`config.mk`:
```
export PLATFORM = sky130hd
export DESIGN_NAME = pg_err_router
export DESIGN_NICKNAME = d
export VERILOG_FILES = /design/src/rtl/pg_err_pkg.sv /design/src/rtl/therm_blank.sv /design/src/rtl/pg_gate.sv /design/src/rtl/pg_err_router.sv
export SDC_FILE = /design/constraint.sdc
export NUM_CORES = 1
export LEC_CHECK = 0
export ABC_AREA = 1
export BUFFER_PORTS_ARGS = -buffer_cell sky130_fd_sc_hd__buf_4
export CAP_MARGIN = 5
export CELL_PAD_IN_SITES_DETAIL_PLACEMENT = 0
export CELL_PAD_IN_SITES_GLOBAL_PLACEMENT = 1
export CORE_UTILIZATION = 32
export DETAILED_ROUTE_END_ITERATION = 10
export GPL_ROUTABILITY_DRIVEN = 0
export HOLD_SLACK_MARGIN = 0.15
export PLACE_DENSITY = 0.72
export SLEW_MARGIN = 10
export SYNTH_ARGS = -nofsm -noshare
export SYNTH_HDL_FRONTEND = slang
export SYNTH_HIERARCHICAL = 1
export SYNTH_SLANG_ARGS = --single-unit
```
`constraint.sdc`:
```
create_clock -name clk -period 1.1 [get_ports clk]
set_input_delay 0.22 -clock clk [delete_from_list [all_inputs] [get_ports clk]]
set_output_delay 0.22 -clock clk [all_outputs]
set_load 0.02 [all_outputs]
```
`src/rtl/pg_err_pkg.sv`:
```
package pg_err_pkg;
    // per-processor thermal blanking machine
    typedef enum logic [1:0] {
        TB_ARMED = 2'd0,
        TB_SELF  = 2'd1,
        TB_BLANK = 2'd2
    } tb_state_e;

    localparam int unsigned NUM_CPU = 2;
endpackage

```
`src/rtl/therm_blank.sv`:
```
module therm_blank
    import pg_err_pkg::*;
#(
    parameter int unsigned BLANK_CYC = 10
) (
    input  logic clk,
    input  logic rst_n,
    input  logic pg,
    input  logic hot_n,
    input  logic line_n,
    output logic throt_pull
);
    localparam int unsigned CW = $clog2(BLANK_CYC + 1);
    localparam logic [CW-1:0] LOAD = CW'(BLANK_CYC - 1);

    tb_state_e       state_q, state_d;
    logic [CW-1:0]   cnt_q;

    always_comb begin
        state_d = state_q;
        unique case (state_q)
            TB_ARMED: if (!hot_n) state_d = TB_SELF;
            TB_SELF:  if (hot_n)  state_d = TB_BLANK;
            TB_BLANK: begin
                if (!hot_n)               state_d = TB_SELF;
                else if (cnt_q == '0)     state_d = TB_ARMED;
            end
            default:                      state_d = TB_ARMED;
        endcase
    end

    // state register and blanking counter
    always_ff @(posedge clk) begin
        if (!rst_n) begin
            state_q <= TB_ARMED;
            cnt_q   <= '0;
        end else begin
            state_q <= state_d;
            if (state_q == TB_SELF && state_d == TB_BLANK)
                cnt_q <= LOAD;
            else if (state_q == TB_BLANK && cnt_q != '0)
                cnt_q <= cnt_q - 1'b1;
        end
    end

    // output register
    always_ff @(posedge clk) begin
        if (!rst_n)
            throt_pull <= 1'b0;
        else
            throt_pull <= pg && (state_q == TB_ARMED) && hot_n && !line_n;
    end
endmodule

```
`src/rtl/pg_gate.sv`:
```
module pg_gate #(
    parameter int unsigned ERR_W = 2
) (
    input  logic             pg_a,
    input  logic             pg_b,
    input  logic [ERR_W-1:0] err_a_n,
    input  logic [ERR_W-1:0] err_b_n,
    input  logic [1:0]       hot_n,
    input  logic [1:0]       smi_req_n,
    input  logic             sys_smi_n,
    input  logic             nmi_src,
    output logic [ERR_W-1:0] err_pull_a_d,
    output logic [ERR_W-1:0] err_pull_b_d,
    output logic [1:0]       hot_pull_d,
    output logic [1:0]       smi_pull_d,
    output logic             smi_oe_d,
    output logic             smi_val_d,
    output logic             nmi_d
);
    logic [1:0] pg_vec;
    assign pg_vec = {pg_b, pg_a};

    always_comb begin
        err_pull_a_d = {ERR_W{pg_a}} & ~err_a_n;
        err_pull_b_d = {ERR_W{pg_b}} & ~err_b_n;
        hot_pull_d   = pg_vec & ~hot_n;
        smi_pull_d   = {2{pg_b & ~sys_smi_n}} & ~smi_req_n;
        smi_oe_d     = pg_b;
        smi_val_d    = sys_smi_n;
        nmi_d        = pg_b ? nmi_src : 1'b0;
    end
endmodule

```
`src/rtl/pg_err_router.sv`:
```
module pg_err_router
    import pg_err_pkg::*;
#(
    parameter int unsigned ERR_W     = 2,
    parameter int unsigned BLANK_CYC = 10
) (
    input  logic             clk,
    input  logic             rst_n,
    input  logic             pg_a,
    input  logic             pg_b,
    input  logic [ERR_W-1:0] err_a_n,
    input  logic [ERR_W-1:0] err_b_n,
    input  logic [1:0]       hot_n,
    input  logic [1:0]       hot_line_n,
    input  logic [1:0]       smi_req_n,
    input  logic             sys_smi_n,
    input  logic             nmi_src,
    output logic [ERR_W-1:0] err_pull_a,
    output logic [ERR_W-1:0] err_pull_b,
    output logic [1:0]       hot_pull,
    output logic [1:0]       throt_pull,
    output logic [1:0]       smi_pull,
    output logic             smi_buf_val,
    output logic             smi_buf_oe,
    output logic             nmi_out
);
    logic [ERR_W-1:0] err_pull_a_d, err_pull_b_d;
    logic [1:0]       hot_pull_d, smi_pull_d;
    logic             smi_oe_d, smi_val_d, nmi_d;
    logic [1:0]       pg_vec;

    assign pg_vec = {pg_b, pg_a};

    pg_gate #(.ERR_W(ERR_W)) u_gate (
        .pg_a         (pg_a),
        .pg_b         (pg_b),
        .err_a_n      (err_a_n),
        .err_b_n      (err_b_n),
        .hot_n        (hot_n),
        .smi_req_n    (smi_req_n),
        .sys_smi_n    (sys_smi_n),
        .nmi_src      (nmi_src),
        .err_pull_a_d (err_pull_a_d),
        .err_pull_b_d (err_pull_b_d),
        .hot_pull_d   (hot_pull_d),
        .smi_pull_d   (smi_pull_d),
        .smi_oe_d     (smi_oe_d),
        .smi_val_d    (smi_val_d),
        .nmi_d        (nmi_d)
    );

    for (genvar i = 0; i < NUM_CPU; i++) begin : g_cpu
        therm_blank #(.BLANK_CYC(BLANK_CYC)) u_blank (
            .clk        (clk),
            .rst_n      (rst_n),
            .pg         (pg_vec[i]),
            .hot_n      (hot_n[i]),
            .line_n     (hot_line_n[i]),
            .throt_pull (throt_pull[i])
        );
    end

    always_ff @(posedge clk) begin
        if (!rst_n) begin
            err_pull_a  <= '0;
            err_pull_b  <= '0;
            hot_pull    <= '0;
            smi_pull    <= '0;
            smi_buf_oe  <= 1'b0;
            smi_buf_val <= 1'b0;
            nmi_out     <= 1'b0;
        end else begin
            err_pull_a  <= err_pull_a_d;
            err_pull_b  <= err_pull_b_d;
            hot_pull    <= hot_pull_d;
            smi_pull    <= smi_pull_d;
            smi_buf_oe  <= smi_oe_d;
            smi_buf_val <= smi_val_d;
            nmi_out     <= nmi_d;
        end
    end
endmodule

```
==> impl_metrics.env, run 1 <==
export IMPL_synth_edff_count=0
export IMPL_ys_dominant_reg_cell="dfxtp_1"
export IMPL_path_cells="inv_2, ha_4, a21oi_4, nand3_2, nand3_2, nand2_1, inv_1"
export IMPL_crit_fanout=4
export IMPL_first_pass_iters=4
export IMPL_yosysSeqAreaShare_pct=46.9
export IMPL_drtAntennaViolNets=0
export IMPL_nNetsFinal=212
export IMPL_yosysWarnings=6
export IMPL_finalSetupTns_ns=0
export IMPL_drtIter0Drc=21
export IMPL_routed_wl_mm=2.26
export IMPL_die_area_mm2=0.00357
export IMPL_cp_end_kind="flip-flop"
export IMPL_drc_errors=0
export IMPL_async_flop_share_pct=0
export IMPL_fp_dieH_um=59.8
export IMPL_synth_simple_area_share_pct=30.6
export IMPL_synth_compound_area_share_pct=6.80
export IMPL_antenna_found_initial=0
export IMPL_grt_start_max_net_pins=22
export IMPL_critPathKind="flip-flop to flip-flop"
export IMPL_n_antenna_cell=0
export IMPL_fill_cells=338
export IMPL_die_x_um=59.8
export IMPL_grt_first_pass_wirelength_mm=3.64
export IMPL_yosys_area_share_adder_pct=2.34
export IMPL_syn_area_mm2=0.00107
export IMPL_crit_family="flip-flops"
export IMPL_max_freq_ghz=0.947
export IMPL_synth_top_family_by_area="simple AND/OR/NAND/NOR gates"
export IMPL_worst_pin_slew_ns=0.227
export IMPL_yosysTopAreaCell="dfxtp_1"
export IMPL_cts_made_buffers=3
export IMPL_yosysTopAreaCellShare_pct=46.9
export IMPL_hp_class="input port to flip-flop"
export IMPL_drv_cap=0
export IMPL_relSlewSlack_pct=84.9
export IMPL_vias=995
export IMPL_routedWlPerCell_um=9.53
export IMPL_critPathArrivalTime_ns=1.33
export IMPL_drive_above_1_share_pct=35.2
export IMPL_initial_utilization_pct=34.4
export IMPL_final_core_util_pct=51.7
export IMPL_status="completed"
export IMPL_rsz0062_at_grt="yes"
export IMPL_syn_inst=144
export IMPL_routed_via_density=4.20
export IMPL_synth_cell_types=18
export IMPL_clkTransAtPathRegs_ns=0.15
export IMPL_ios=29
export IMPL_slew_violations=0
export IMPL_synth_avg_cell_area_um2=7.41
export IMPL_insertion_delay_ns=0.32
export IMPL_max_stage_delay_ns=0.36
export IMPL_critPathRequiredTime_ns=1.37
export IMPL_synth_most_common_cell="nand2_1"
export IMPL_period_needed_ns=1.06
export IMPL_grt_usage_pct=13.7
export IMPL_hold_ws_ns=0.220
export IMPL_synth_area_leaders="dfxtp_1 (47%), nand2_1 (12%), inv_1 (9.5%)"
export IMPL_areaGrowthSynthToFinish_pct=50.4
export IMPL_synth_mux_area_share_pct=0
export IMPL_p_per_area_mw_per_mm2=1070
export IMPL_slowest_stage="dfxtp_2"
export IMPL_htreeDepth=1
export IMPL_postCtsSetupBuffers=0
export IMPL_row_count=20
export IMPL_synth_common_cells="nand2_1 (35), inv_1 (27), dfxtp_1 (25), nand3_1 (10), nor2_1 (10)"
export IMPL_peakVddDrop_mv=0.581
export IMPL_synthXorXnorAreaFrac_pct=0
export IMPL_path_buf_inv=2
export IMPL_syn_num_nets=162
export IMPL_finalSetupViolations=0
export IMPL_ys_ff_latch=25
export IMPL_grt_pass1_vias=912
export IMPL_port_buffers=28
export IMPL_fin_area_mm2=0.00161
export IMPL_p_leak_uw=0.000804
export IMPL_overflow=0
export IMPL_skew_ns=0.0124
export IMPL_cts_tree="yes"
export IMPL_cts_buffer_depth=2
export IMPL_clockRootBuffer="clkbuf_4"
export IMPL_hold_viol_final=0
export IMPL_coreArea_mm2=0.00310
export IMPL_clock_sink_count=25
export IMPL_placed_area_mm2=0.00135
export IMPL_start_kind="flip-flop"
export IMPL_hpwl_mm=1.47
export IMPL_period_share_pct=96.0
export IMPL_cpMostUsedCell="nand3_2"
[power breakdown]
part	internal (µW)	switching [µW]	leakage, µW
Combinational	164	152	0.000578
Clock	148	282	0.0000183
Sequential	942	23.8	0.000207
[per-stage QoR]
stage,setup slack [ns],power (µW),std cells
after floorplan,0.0206,1120,144
after global placement,-0.0329,1230,219
after detailed placement,-0.0488,1230,219
after CTS,-0.0173,1720,237
after global routing,-0.0237,1820,237
final,0.0435,1710,237
[cells in the final DEF, fill, tap and decap left out, types with 3 or more instances in the layout]
| cell type | netlist | layout |
|---|---|---|
| nand4_1 | 4 | 4 |
| nor2_1 | 10 | 10 |
| inv_2 | 4 | 8 |
| dfxtp_2 | 0 | 6 |
| nand2_1 | 35 | 33 |
| dfxtp_1 | 25 | 19 |
| a21oi_1 | 8 | 8 |
| clkbuf_4 | 0 | 3 |
| buf_4 | 2 | 34 |
| inv_1 | 27 | 23 |
| nand2_2 | 4 | 6 |
| dlygate4sd3_1 | 0 | 14 |
| nand3_1 | 10 | 8 |
[per-layer routing]
metal	global-route usage, %	vias to the layer above	routed length [µm]
met2	24.9	14	1190
met5	0	-	0
li1	-	542	-
met1	15.3	437	997
met3	2.60	2	60
met4	5.98	0	12
[logic make-up (layout without fill, tap and decap cells)]
kind of cell	Yosys count	count (layout)
AO/OA/AOI/OAI	12	12
adder cells (fa/ha/maj)	2	2
buffers and inverters	34	83
flip-flops	25	25
AND/OR/NAND/NOR	71	71
[cell type report]
class                   count  area (µm²)  share of cell area (%)
flip-flops and latches     25         508                    31.6
inverters                  31         116                    7.25
clock buffers               3        22.5                    1.40
repair buffers             48         395                    24.6
multi-input cells          85         499                    31.1
clock inverters             1        8.76                   0.546
well taps                  44        55.1                    3.43
[worst paths after layout]
path	cells past startpoint	slack, ns	end	from
hold reg to reg	1	0.49	g_cpu[0].u_blank/state_q[0]$_SDFF_PN0_	g_cpu[0].u_blank/state_q[1]$_SDFF_PN0_
setup reg to reg	7	0.04	g_cpu[1].u_blank/cnt_q[3]$_SDFFE_PN0P_	g_cpu[1].u_blank/cnt_q[0]$_SDFFE_PN0P_
setup / recovery	7	0.04	g_cpu[1].u_blank/cnt_q[3]$_SDFFE_PN0P_	g_cpu[1].u_blank/cnt_q[0]$_SDFFE_PN0P_
hold / removal	3	0.22	err_pull_b[1]$_SDFF_PN0_	rst_n
[state kept, by name (all words and copies together) (netlist names)]
name,flops
err_pull_a,2
g_cpu.u_blank/cnt_q,8
smi_buf_val,1
nmi_out,1
g_cpu.u_blank/state_q,4
g_cpu.u_blank/throt_pull,2
hot_pull,2
smi_buf_oe,1
err_pull_b,2
smi_pull,2
[tightest hold or removal path, delay by kind of cell]
family	cells	cell delay [ns]
simple gates	1	0.08
buf+inv	2	0.22
[repair_timing]
item                                    4_1_cts  5_1_grt
endpoints found under the hold margin        15        0
pin swaps                                     3        3
endpoints found under the setup margin        8        8
gates resized for setup                       6       17
hold buffers                                 14        0
(Power assumes the default switching activity.)
==> run 2: changes to the inputs <==
Settings changed: BUFFER_PORTS_ARGS -buffer_cell sky130_fd_sc_hd__buf_4 to -buffer_cell sky130_fd_sc_hd__buf_2, CTS_CLUSTER_DIAMETER from default to 100.
==> impl_metrics.env, run 2 (synthesis results as in run 1) <==
export IMPL_status="completed"
export IMPL_coreArea_mm2=0.00310
export IMPL_path_buf_inv=1
export IMPL_finalSetupViolations=0
export IMPL_crit_family="flip-flops"
export IMPL_placed_area_mm2=0.00128
export IMPL_power_switching_uw=434
export IMPL_routedWlPerCell_um=9.88
export IMPL_die_x_um=59.8
export IMPL_hold_viol_final=0
export IMPL_clockRootBuffer="clkbuf_4"
export IMPL_drtAntennaViolNets=0
export IMPL_clock_sink_count=25
export IMPL_peakVddDrop_mv=0.571
export IMPL_p_per_area_mw_per_mm2=1100
export IMPL_port_buffers=28
export IMPL_r2r_start="g_cpu[1].u_blank/cnt_q[0]$_SDFFE_PN0P_"
export IMPL_drtIter0Drc=35
export IMPL_post_place_ws_ns=-0.0689
export IMPL_hp_class="input port to flip-flop"
export IMPL_period_needed_ns=1.07
export IMPL_final_common_cell="nand2_1"
export IMPL_slew_violations=0
export IMPL_areaGrowthSynthToFinish_pct=40.4
export IMPL_fin_area_mm2=0.00150
export IMPL_antenna_found_initial=0
export IMPL_drv_cap=0
export IMPL_crit_start="g_cpu[1].u_blank/cnt_q[0]$_SDFFE_PN0P_"
export IMPL_clkPwrFrac_pct=24.3
export IMPL_power_frac_comb_pct=17.4
export IMPL_clkTransAtPathRegs_ns=0.13
export IMPL_skew_ns=0.00153
export IMPL_postCtsSetupBuffers=0
export IMPL_fp_dieH_um=59.8
export IMPL_relSlewSlack_pct=78.0
export IMPL_first_pass_iters=4
export IMPL_overflow=0
export IMPL_routed_wl_mm=2.32
export IMPL_cts_tree="yes"
export IMPL_intPower_uw=1220
export IMPL_switching_share_pct=26.3
export IMPL_reg2reg_depth=5
export IMPL_n_antenna_cell=0
export IMPL_row_count=20
export IMPL_cp_end_kind="flip-flop"
export IMPL_largestRegisters="g_cpu.u_blank/cnt_q: 8 flops, g_cpu.u_blank/state_q: 4 flops"
export IMPL_p_leak_uw=0.000784
export IMPL_period_share_pct=97.0
export IMPL_hpwl_mm=1.58
export IMPL_slowest_stage="dfxtp_2"
export IMPL_cts_made_buffers=3
export IMPL_worst_pin_slew_ns=0.330
export IMPL_r2r_setup_slack_ns=0.03
export IMPL_r2r_end="g_cpu[1].u_blank/cnt_q[2]$_SDFFE_PP0P_"
export IMPL_max_stage_delay_ns=0.36
export IMPL_drc_errors=0
export IMPL_critPathKind="flip-flop to flip-flop"
export IMPL_initial_utilization_pct=34.4
export IMPL_final_core_util_pct=48.3
export IMPL_largest_reg_flops=8
export IMPL_critPathRequiredTime_ns=1.35
export IMPL_routed_via_density=4.34
export IMPL_rsz0062_at_grt="yes"
export IMPL_drive_above_1_share_pct=34.0
export IMPL_critPathArrivalTime_ns=1.32
export IMPL_htreeDepth=1
export IMPL_vias=1019
export IMPL_critPathCapture="g_cpu[1].u_blank/cnt_q[2]$_SDFFE_PP0P_"
export IMPL_path_cells="inv_2, ha_4, a21oi_4, nand3b_1, a21oi_1"
export IMPL_final_cell_mix="nand2_1 (33), buf_2 (28), inv_1 (23)"
export IMPL_die_area_mm2=0.00357
export IMPL_postLayoutSetupSlackWorst_ns=0.0329
export IMPL_finalSetupTns_ns=0
export IMPL_crit_fanout=4
export IMPL_insertion_delay_ns=0.31
export IMPL_grt_start_max_net_pins=18
export IMPL_finalPower_uw=1650
export IMPL_ios=29
export IMPL_nNetsFinal=210
export IMPL_grt_first_pass_wirelength_mm=3.86
export IMPL_crit_cells=5
export IMPL_cts_buffer_depth=2
export IMPL_start_kind="flip-flop"
export IMPL_grt_pass1_vias=933
export IMPL_p_seq_share_pct=58.3
export IMPL_top_register="g_cpu.u_blank/cnt_q"
export IMPL_max_freq_ghz=0.937
export IMPL_grt_usage_pct=14.4
run 2: worst register-to-register path: cells and delay by family, from the launching register on:
| kind | cells | cell delay [ns] |
|---|---|---|
| AO/OA/AOI/OAI | 2 | 0.33 |
| adder cells (fa/ha/maj) | 1 | 0.17 |
| buffers and inverters | 1 | 0.05 |
| flip-flops | 1 | 0.36 |
| AND/OR/NAND/NOR | 1 | 0.10 |
run 2: repair_timing:
item                                    in CTS  in global routing
endpoints found under the setup margin       9                  7
hold buffers                                12                  0
gates resized for setup                     11                 10
pin swaps                                    3                  3
endpoints found under the hold margin       12                  0
run 2: metrics by stage:
step	cells	hold WS [ns]
after floorplan	144	0.297
after global placement	219	0.387
after detailed placement	219	0.389
after CTS	235	0.152
after global routing	235	0.156
final	235	0.166
run 2: worst min path at each step:
stage                   from                                      to  cells after the start
2_1_floorplan  hot_line_n[0]  g_cpu[0].u_blank/throt_pull$_SDFF_PN0_                      1
3_3_place_gp   hot_line_n[0]  g_cpu[0].u_blank/throt_pull$_SDFF_PN0_                      2
6_report                pg_a  g_cpu[0].u_blank/throt_pull$_SDFF_PN0_                      3
4_1_cts                 pg_a  g_cpu[0].u_blank/throt_pull$_SDFF_PN0_                      3
3_5_place_dp   hot_line_n[1]  g_cpu[1].u_blank/throt_pull$_SDFF_PN0_                      2
5_1_grt                 pg_a  g_cpu[0].u_blank/throt_pull$_SDFF_PN0_                      3
run 2: power groups by stage:
stage	Clock (µW)	Combinational, µW	Sequential (µW)
global placement	0	222	979
CTS	429	276	962
global route	464	320	969
finish	401	288	964
floorplan	0	114	1000
detailed placement	0	227	981
run 2: layout make-up:
| type | instances | area (µm²) |
|---|---|---|
| clock buffers | 4 | 26.3 |
| fillers | 334 | 1600 |
| inverters | 31 | 116 |
| multi-input cells | 85 | 489 |
| flip-flops and latches | 25 | 507 |
| well taps | 44 | 55.1 |
| repair buffers | 46 | 305 |
run 2: per-layer routing:
layer  GRT usage, %  wire length [µm]
met2           26.8              1240
met1           15.5               999
met4           4.65                12
met3           3.90                68
met5              0                 0
==> run 3: changes to the inputs <==
Settings changed: CORE_UTILIZATION 32 to 35, PLACE_DENSITY 0.72 to 0.85.
Clock period 1.1 ns to 1.2 ns, I/O delays scaled along.
==> impl_metrics.env, run 3 (synthesis results as in run 1) <==
export IMPL_status="finished with violations"
export IMPL_violations="design-rule violations"
export IMPL_final_core_util_pct=49.8
export IMPL_row_count=19
export IMPL_coreArea_mm2=0.00283
export IMPL_r2r_end="g_cpu[0].u_blank/cnt_q[3]$_SDFFE_PN0P_"
export IMPL_critPathArrivalTime_ns=1.36
export IMPL_largestRegisters="g_cpu.u_blank/cnt_q: 8 flops, g_cpu.u_blank/state_q: 4 flops"
export IMPL_clkPwrFrac_pct=24.6
export IMPL_switching_share_pct=26.3
export IMPL_hp_class="input port to flip-flop"
export IMPL_r2r_start="g_cpu[0].u_blank/cnt_q[1]$_SDFFE_PP0P_"
export IMPL_critPathCapture="g_cpu[0].u_blank/cnt_q[3]$_SDFFE_PN0P_"
export IMPL_post_place_ws_ns=0.0223
export IMPL_period_needed_ns=1.14
export IMPL_worst_pin_slew_ns=0.314
export IMPL_hold_depth=5
export IMPL_top_register="g_cpu.u_blank/cnt_q"
export IMPL_p_seq_share_pct=59.5
export IMPL_finalSetupViolations=0
export IMPL_antenna_found_initial=0
export IMPL_initial_utilization_pct=37.7
export IMPL_peakVddDrop_mv=0.651
export IMPL_grt_usage_pct=14.3
export IMPL_crit_fanout=6
export IMPL_drv_cap=0
export IMPL_grt_start_max_net_pins=17
export IMPL_postLayoutSetupSlackWorst_ns=0.0612
export IMPL_critPathRequiredTime_ns=1.42
export IMPL_crit_start="hot_n[0]"
export IMPL_hpwl_mm=1.53
export IMPL_htreeDepth=1
export IMPL_skew_ns=0.00758
export IMPL_routed_via_density=4.71
export IMPL_grt_pass1_vias=920
export IMPL_hold_ws_ns=0.179
export IMPL_clockRootBuffer="clkbuf_4"
export IMPL_slew_violations=0
export IMPL_r2r_setup_slack_ns=0.09
export IMPL_grt_first_pass_wirelength_mm=3.63
export IMPL_p_per_area_mw_per_mm2=1050
export IMPL_largest_reg_flops=8
export IMPL_vias=1027
export IMPL_routed_wl_mm=2.34
export IMPL_start_kind="input port"
export IMPL_finalSetupTns_ns=0
export IMPL_areaGrowthSynthToFinish_pct=32.1
export IMPL_p_leak_uw=0.000749
export IMPL_cts_made_buffers=3
export IMPL_reg2reg_depth=7
export IMPL_die_x_um=57.2
export IMPL_cp_end_kind="flip-flop"
export IMPL_max_freq_ghz=0.878
export IMPL_placed_area_mm2=0.00123
export IMPL_final_cell_mix="nand2_1 (34), buf_2 (28), inv_1 (26)"
export IMPL_n_antenna_cell=0
export IMPL_first_pass_iters=7
export IMPL_drtIter0Drc=45
export IMPL_ios=29
export IMPL_nNetsFinal=206
export IMPL_insertion_delay_ns=0.31
export IMPL_port_buffers=28
export IMPL_fp_dieH_um=57.2
export IMPL_rsz0062_at_grt="no"
export IMPL_routedWlPerCell_um=10.7
export IMPL_critPathKind="input port to flip-flop"
export IMPL_drive_above_1_share_pct=28.9
export IMPL_power_switching_uw=390
export IMPL_drc_errors=2
export IMPL_hold_viol_final=0
export IMPL_intPower_uw=1090
export IMPL_clkTransAtPathRegs_ns=0.13
export IMPL_fin_area_mm2=0.00141
export IMPL_final_common_cell="nand2_1"
export IMPL_power_frac_comb_pct=15.9
export IMPL_period_share_pct=94.9
export IMPL_overflow=0
export IMPL_drtAntennaViolNets=0
export IMPL_clock_sink_count=25
export IMPL_cts_tree="yes"
export IMPL_die_area_mm2=0.00327
export IMPL_cts_buffer_depth=2
export IMPL_relSlewSlack_pct=79.0
-- run 3: changes by cell type in the layout (fill, tap and decap cells not counted), sizes merged --
cell and delta:
clkbuf -1, buf -4, clkinv +1
-- run 3: power by group through the flow --
stage	Combinational [µW]	Clock (µW)	Sequential, µW
global route	262	430	885
global placement	187	0	897
CTS	219	385	880
floorplan	105	0	918
finish	235	365	881
detailed placement	193	0	898
-- run 3: cell type report --
| type | count | area [µm²] |
|---|---|---|
| fill | 278 | 1420 |
| sequential | 25 | 503 |
| clock inverter | 1 | 5.00 |
| timing repair buffer | 42 | 275 |
| tap | 31 | 38.8 |
| clock buffer | 3 | 22.5 |
| inverter | 31 | 116 |
| multi-input combinational | 85 | 449 |
-- run 3: repair_timing --
action	4_1_cts	5_1_grt
setup endpoints to repair	1	7
pin swaps	1	2
setup buffers	0	0
gates resized for setup	0	8
hold buffers	10	2
hold endpoints to repair	10	2
-- run 3: worst min-delay path by stage --
stage | from | end
after global routing | nmi_src | nmi_out$_SDFF_PN0_
after floorplan | hot_line_n[0] | g_cpu[0].u_blank/throt_pull$_SDFF_PN0_
after detailed placement | hot_line_n[1] | g_cpu[1].u_blank/throt_pull$_SDFF_PN0_
after global placement | hot_line_n[0] | g_cpu[0].u_blank/throt_pull$_SDFF_PN0_
after CTS | smi_req_n[0] | smi_pull[0]$_SDFF_PN0_
final | nmi_src | nmi_out$_SDFF_PN0_
-- run 3: critical path, cell delays in order --
cell	delay [ns]
dlygate4sd3_1	0.52
buf_2	0.15
nand3_2	0.15
nand3_1	0.12
nand3_1	0.07
nand2_1	0.06
inv_1	0.04
-- run 3: routing by layer --
metal | global-route usage (%) | part of all wire [%] | vias to the layer above
li1 | - | - | 525
met1 | 14.8 | 41 | 472
met2 | 27.9 | 54 | 28
met3 | 4.08 | 4.0 | 2
met4 | 3.83 | 0.94 | 0
met5 | 0 | 0 | -
-- run 3: through the flow --
stage	power (µW)	instances
6_report	1480	218
4_1_cts	1480	216
3_5_place_dp	1090	202
3_3_place_gp	1080	202
5_1_grt	1580	218
2_1_floorplan	1020	144
